### src/rtl/ac97lw_pkg.sv
package ac97lw_pkg;

  localparam logic [2:0] FRAME_SAT = 3'd4;

  // next value of the post-wake frame counter
  function automatic logic [2:0] frame_next(input logic [2:0] cur,
                                            input logic       tick,
                                            input logic       clr);
    logic [2:0] nxt;
    nxt = cur;
    if (clr)
      nxt = 3'd0;
    else if (tick && (cur < FRAME_SAT))
      nxt = cur + 3'd1;
    return nxt;
  endfunction

  // largest of three thresholds, used to size the idle timer
  function automatic int unsigned max3(input int unsigned a,
                                       input int unsigned b,
                                       input int unsigned c);
    int unsigned m;
    m = (a > b) ? a : b;
    return (m > c) ? m : c;
  endfunction

endpackage

### src/rtl/ac97lw_bclk_mon.sv
module ac97lw_bclk_mon #(
  parameter int unsigned IDLE_FLAG_CYC  = 48,
  parameter int unsigned FORCE_CYC      = 66,
  parameter int unsigned FRAME_IDLE_CYC = 1042
) (
  input  logic clk_i,
  input  logic rst_ni,
  input  logic bclk_i,
  output logic bclk_edge_o,
  output logic idle_flag_o,
  output logic force_low_o,
  output logic frame_idle_o
);
  import ac97lw_pkg::*;

  localparam int unsigned TMAX = max3(IDLE_FLAG_CYC, FORCE_CYC, FRAME_IDLE_CYC);
  localparam int unsigned TW   = $clog2(TMAX + 1);
  localparam logic [TW-1:0] TMAX_V  = TW'(TMAX);
  localparam logic [TW-1:0] IDLE_V  = TW'(IDLE_FLAG_CYC);
  localparam logic [TW-1:0] FORCE_V = TW'(FORCE_CYC);
  localparam logic [TW-1:0] FRAME_V = TW'(FRAME_IDLE_CYC);

  logic [2:0]    sync_q;
  logic [TW-1:0] quiet_q;

  always_ff @(posedge clk_i) begin
    if (!rst_ni) sync_q <= '0;
    else         sync_q <= {sync_q[1:0], bclk_i};
  end

  assign bclk_edge_o = sync_q[2] ^ sync_q[1];

  // quiet timer: reset starts it saturated, so the link reads idle
  always_ff @(posedge clk_i) begin
    if (!rst_ni)             quiet_q <= TMAX_V;
    else if (bclk_edge_o)    quiet_q <= '0;
    else if (quiet_q != TMAX_V) quiet_q <= quiet_q + 1'b1;
  end

  assign idle_flag_o  = (quiet_q >= IDLE_V);
  assign force_low_o  = (quiet_q >= FORCE_V);
  assign frame_idle_o = (quiet_q >= FRAME_V);

  a_r1_edge_clears_idle: assert property (@(posedge clk_i) disable iff (!rst_ni)
    bclk_edge_o |=> !idle_flag_o);
  a_r2_force_after_flag: assert property (@(posedge clk_i) disable iff (!rst_ni)
    force_low_o |-> idle_flag_o);
  a_r4_frame_after_flag: assert property (@(posedge clk_i) disable iff (!rst_ni)
    frame_idle_o |-> idle_flag_o);

endmodule

### src/rtl/ac97lw_wake_gen.sv
module ac97lw_wake_gen #(
  parameter int unsigned WAKE_CYC = 60
) (
  input  logic clk_i,
  input  logic rst_ni,
  input  logic wake_req_i,
  input  logic frame_idle_i,
  output logic accept_o,
  output logic sync_hi_o
);
  localparam int unsigned WW = $clog2(WAKE_CYC + 1);
  localparam logic [WW-1:0] WAKE_V = WW'(WAKE_CYC);

  logic [WW-1:0] left_q;

  assign sync_hi_o = (left_q != '0);
  assign accept_o  = wake_req_i && frame_idle_i && !sync_hi_o;

  // counts down independently of the bit clock, so a restart never cuts it short
  always_ff @(posedge clk_i) begin
    if (!rst_ni)        left_q <= '0;
    else if (accept_o)  left_q <= WAKE_V;
    else if (sync_hi_o) left_q <= left_q - 1'b1;
  end

  a_r3_pulse_starts: assert property (@(posedge clk_i) disable iff (!rst_ni)
    accept_o |=> sync_hi_o);
  a_r4_no_pulse_when_live: assert property (@(posedge clk_i) disable iff (!rst_ni)
    (wake_req_i && !frame_idle_i && !sync_hi_o) |=> !sync_hi_o);
  a_r5_pulse_holds: assert property (@(posedge clk_i) disable iff (!rst_ni)
    (sync_hi_o && left_q > 1) |=> sync_hi_o);

endmodule

### src/rtl/ac97lw_frame_cnt.sv
module ac97lw_frame_cnt (
  input  logic       clk_i,
  input  logic       rst_ni,
  input  logic       tick_i,
  input  logic       clr_i,
  output logic [2:0] cnt_o
);
  import ac97lw_pkg::*;

  always_ff @(posedge clk_i) begin
    if (!rst_ni) cnt_o <= '0;
    else         cnt_o <= frame_next(cnt_o, tick_i, clr_i);
  end

  a_r11_cnt_range: assert property (@(posedge clk_i) disable iff (!rst_ni)
    cnt_o <= FRAME_SAT);
  a_r7_saturates: assert property (@(posedge clk_i) disable iff (!rst_ni)
    (cnt_o == FRAME_SAT && !clr_i) |=> cnt_o == FRAME_SAT);
  a_r8_clear: assert property (@(posedge clk_i) disable iff (!rst_ni)
    clr_i |=> cnt_o == 3'd0);

endmodule

### src/rtl/ac97_link_wake.sv
module ac97_link_wake #(
  parameter int unsigned IDLE_FLAG_CYC  = 48,
  parameter int unsigned FORCE_CYC      = 66,
  parameter int unsigned FRAME_IDLE_CYC = 1042,
  parameter int unsigned WAKE_CYC       = 60
) (
  input  logic       clk_i,
  input  logic       rst_ni,
  input  logic       bclk_i,
  input  logic       frame_tick_i,
  input  logic       sync_req_i,
  input  logic       sdata_req_i,
  input  logic       wake_req_i,
  output logic       sync_o,
  output logic       sdata_o,
  output logic       bclk_idle_o,
  output logic       pwrup_busy_o,
  output logic [2:0] frame_cnt_o
);
  import ac97lw_pkg::*;

  logic bclk_edge, idle_flag, force_low, frame_idle;
  logic wake_accept, wake_hi;
  logic pwrup_q;

  ac97lw_bclk_mon #(
    .IDLE_FLAG_CYC (IDLE_FLAG_CYC),
    .FORCE_CYC     (FORCE_CYC),
    .FRAME_IDLE_CYC(FRAME_IDLE_CYC)
  ) u_mon (
    .clk_i       (clk_i),
    .rst_ni      (rst_ni),
    .bclk_i      (bclk_i),
    .bclk_edge_o (bclk_edge),
    .idle_flag_o (idle_flag),
    .force_low_o (force_low),
    .frame_idle_o(frame_idle)
  );

  ac97lw_wake_gen #(.WAKE_CYC(WAKE_CYC)) u_wake (
    .clk_i       (clk_i),
    .rst_ni      (rst_ni),
    .wake_req_i  (wake_req_i),
    .frame_idle_i(frame_idle),
    .accept_o    (wake_accept),
    .sync_hi_o   (wake_hi)
  );

  ac97lw_frame_cnt u_cnt (
    .clk_i (clk_i),
    .rst_ni(rst_ni),
    .tick_i(frame_tick_i && !idle_flag),
    .clr_i (idle_flag),
    .cnt_o (frame_cnt_o)
  );

  always_ff @(posedge clk_i) begin
    if (!rst_ni)                         pwrup_q <= 1'b0;
    else if (wake_accept)                pwrup_q <= 1'b1;
    else if (frame_cnt_o == FRAME_SAT)   pwrup_q <= 1'b0;
  end

  assign sync_o       = wake_hi ? 1'b1 : (force_low ? 1'b0 : sync_req_i);
  assign sdata_o      = force_low ? 1'b0 : sdata_req_i;
  assign bclk_idle_o  = idle_flag;
  assign pwrup_busy_o = pwrup_q;

  a_r2_clamp_data: assert property (@(posedge clk_i) disable iff (!rst_ni)
    force_low |-> !sdata_o);
  a_r6_busy_on_accept: assert property (@(posedge clk_i) disable iff (!rst_ni)
    wake_accept |=> pwrup_busy_o);
  a_r6_busy_until_four: assert property (@(posedge clk_i) disable iff (!rst_ni)
    (pwrup_busy_o && frame_cnt_o != FRAME_SAT) |=> pwrup_busy_o);

endmodule

### config.mk
export PLATFORM = sky130hd
export DESIGN_NAME = ac97_link_wake
export DESIGN_NICKNAME = d
export VERILOG_FILES = /design/src/rtl/ac97lw_pkg.sv /design/src/rtl/ac97lw_bclk_mon.sv /design/src/rtl/ac97lw_wake_gen.sv /design/src/rtl/ac97lw_frame_cnt.sv /design/src/rtl/ac97_link_wake.sv
export SDC_FILE = /design/constraint.sdc
export NUM_CORES = 1
export LEC_CHECK = 0
export ABC_AREA = 0
export BUFFER_PORTS_ARGS = -buffer_cell sky130_fd_sc_hd__clkbuf_2
export CORE_MARGIN = 2
export CORE_UTILIZATION = 50
export DETAILED_ROUTE_END_ITERATION = 10
export GPL_ROUTABILITY_DRIVEN = 0
export GPL_TIMING_DRIVEN = 0
export PLACE_DENSITY = 0.82
export SYNTH_ARGS = -nofsm -noshare
export SYNTH_HDL_FRONTEND = slang
export SYNTH_SLANG_ARGS = --single-unit
export TNS_END_PERCENT = 1
### constraint.sdc
create_clock -name clk_i -period 1.6 [get_ports clk_i]
set_input_delay 0.24 -clock clk_i [delete_from_list [all_inputs] [get_ports clk_i]]
set_output_delay 0.24 -clock clk_i [all_outputs]
set_load 0.02 [all_outputs]
==> metrics.cfg <==
[logic_synthesis]
yosys.area_share.simple=0.295
yosysUniqueCellTypes=38
ys.flop_type=dfxtp_1
yosys.area.top_type=dfxtp_1
synth.avg_cell_area_um2=9.01
synth_fa_ha_area_frac=0.0542
synth-xor-area-share=0.0835
seq_area_frac_synth=0.416
netlist_area_um2=1150
synth_compound_area_frac=0.0922
synth_edf_count=0
yosysWarnings=0
synth-async-reset-ratio=0
synth_top_family_by_area=simple AND/OR/NAND/NOR gates
synthMuxAreaShare=0.0174
syn-num-nets=140
synthCells=128
ys_top_cells_by_area=dfxtp_1 (42%), ha_1 (5.4%), xor2_1 (4.6%), nor2_1 (3.9%), xnor2_1 (3.8%)
ys_ff_latch=24
synth.top_cell.area_share=0.416

[setup_path]
worstSetupPathType=flip-flop to output pin
rr_worst_depth=4
startpoint_type=flip-flop
max_stage_delay_ps=500
r2r-start=u_mon.quiet_q[7]
cp.required_ps=1360
crit_chain=or4_4 -> or3b_4 -> clkbuf_8
rr_endpoint=u_cnt.cnt_o[1]
arrival_ps=1740
endpoint_kind=output pin
rrSetupSlack_ps=-70
crit_family=simple AND/OR/NAND/NOR gates
slowest_stage=or4_4
critPathMaxFanout=2
worst-path-buf-inv=1

[drt]
drtPass1Iterations=4
drc_errors=0
vias=968
drt-initial-drc-count=18
finalWirelength_mm=2.36
wl_per_cell_um=13.5
antenna_left=0
viasPerCell=5.53

[cts]
clock_latency_ps=310
ctsHoldBuffers=0
clockBufferDepth=2
h-tree-depth=1
clk_pin_slew_ps=120
numCtsBuffers=3
cts_num_sinks=24
cts_tree=yes
cts-root-buf=clkbuf_4

[global_route]
globalRouteOverflowTotal=0
grt_max_degree=14
grt_pass1_wl_mm=3.88
antenna_found_initial=0
grt.met3_usage=0.0316
grtUsageMet1=0.197
grt_pass1_vias=982
grt.total_usage=0.193
grt-busiest-layer=met2
grt_use_met2=0.367

[layout]
final_common_cell=dfxtp_1
area_delta_synth_final_pct=18.7
final_area_um2=1370
drive_above_1_share=0.299
nets=160
antenna_cells=0
layout_common_cells=dfxtp_1 (17), clkbuf_2 (13), nor2_1 (10)
fin_util=0.625

[sta]
finClkSkew_ps=2.00
timing.hold.ws_ps=123
tns_ps=-1200
worst_pin_slew_ps=361
min_period_ps=1980
finalSetupViolations=8
slew_headroom=0.759
layout_setup_ws_ps=-381
maxSlewViolCount=0
rsz0062_at_grt=yes
max_freq_mhz=505
period_share=1.24
hold_viol_final=0

[die]
core_um2=2190
die_w_um=52.0
rows=17
die_y_um=52.0
ios=14
dieArea_um2=2710
initial_utilization=0.527

[power]
power_mw=1.94
ir_drop_uv=762
power.leakage_nw=0.541
power_density_nw_per_um2=1420

[placed_design]
dpl_cell_area_um2=1250
io_buffers=12
dp_hpwl_mm=1.63

[flow_run]
maxCapViolCount=0

[worst_hold_path]
hp-class=input pin to flip-flop
min-delay-start=bclk_i
hold_depth=2
holdPathEnd=u_mon.sync_q[0]

[run_status]
violations=setup timing
outcome=finished, violations left

## through the flow
stage / instances / setup slack, ps
floorplan: 128 / -63.9
global placement: 168 / -265
CTS: 175 / -395
finish: 175 / -381
detailed placement: 168 / -291
global route: 175 / -434
## kinds of logic after synthesis
family                   after synthesis
AND/OR/NAND/NOR                       58
flip-flops                            24
AO/OA/AOI/OAI                         18
XOR/XNOR                              11
buffers and inverters                 10
adder cells (fa/ha/maj)                5
multiplexers                           2
## state kept, by name, indices dropped and copies added (netlist names)
register,flops
u_mon.quiet_q,11
u_wake.left_q,6
u_cnt.cnt_o,3
u_mon.sync_q,3
pwrup_busy_o,1
## Yosys cell counts (2+ instances only)
| cell | number |
|---|---|
| inv_1 | 6 |
| and2_1 | 5 |
| nor2_1 | 12 |
| nand2b_1 | 3 |
| or3_1 | 3 |
| xor2_1 | 6 |
| and3_1 | 2 |
| a21oi_1 | 7 |
| o21ai_0 | 5 |
| a31oi_1 | 2 |
| dfxtp_1 | 24 |
| xnor2_1 | 5 |
| nand4_1 | 5 |
| clkbuf_2 | 2 |
| nor3_1 | 5 |
| ha_1 | 5 |
| nand3_1 | 4 |
| mux2i_1 | 2 |
| nand2_1 | 6 |
## power by group
group	internal [mW]	switching [mW]	total [mW]
clock network	0.139	0.173	0.312
registers	0.715	0.126	0.841
logic	0.402	0.382	0.784
## final cells by class
type	count	area, um^2
buffer	4	25.0
clock buffer	4	36.3
fill	182	822
inverter	6	22.5
multi-input combinational	94	664
sequential	24	494
tap	28	35.0
timing repair buffer	15	91.3
## worst max path at each step
stage | start | endpoint | slack (ps) | cells past startpoint
3_3_place_gp | u_wake.left_q[0] | u_wake.left_q[0] | -270 | 6
2_1_floorplan | u_mon.quiet_q[9] | u_cnt.cnt_o[2] | -60 | 4
6_report | u_mon.quiet_q[7] | bclk_idle_o | -380 | 3
4_1_cts | u_mon.quiet_q[7] | bclk_idle_o | -400 | 3
3_5_place_dp | u_wake.left_q[0] | u_wake.left_q[1] | -290 | 6
5_1_grt | u_mon.quiet_q[7] | bclk_idle_o | -430 | 3
## routing by layer
| layer | share of wire | vias up |
|---|---|---|
| met1 | 0.42 | 471 |
| met4 | 0.018 | 0 |
| li1 | - | 480 |
| met2 | 0.55 | 10 |
| met3 | 0.017 | 7 |
| met5 | 0 | - |
## timing repair
| action | 4_1_cts | 5_1_grt |
|---|---|---|
| pin swaps | 7 | 3 |
| setup buffers | 3 | 0 |
| setup endpoints to repair | 14 | 15 |
| resized for setup | 14 | 6 |
No activity file was read; power rests on OpenSTA's default activity.
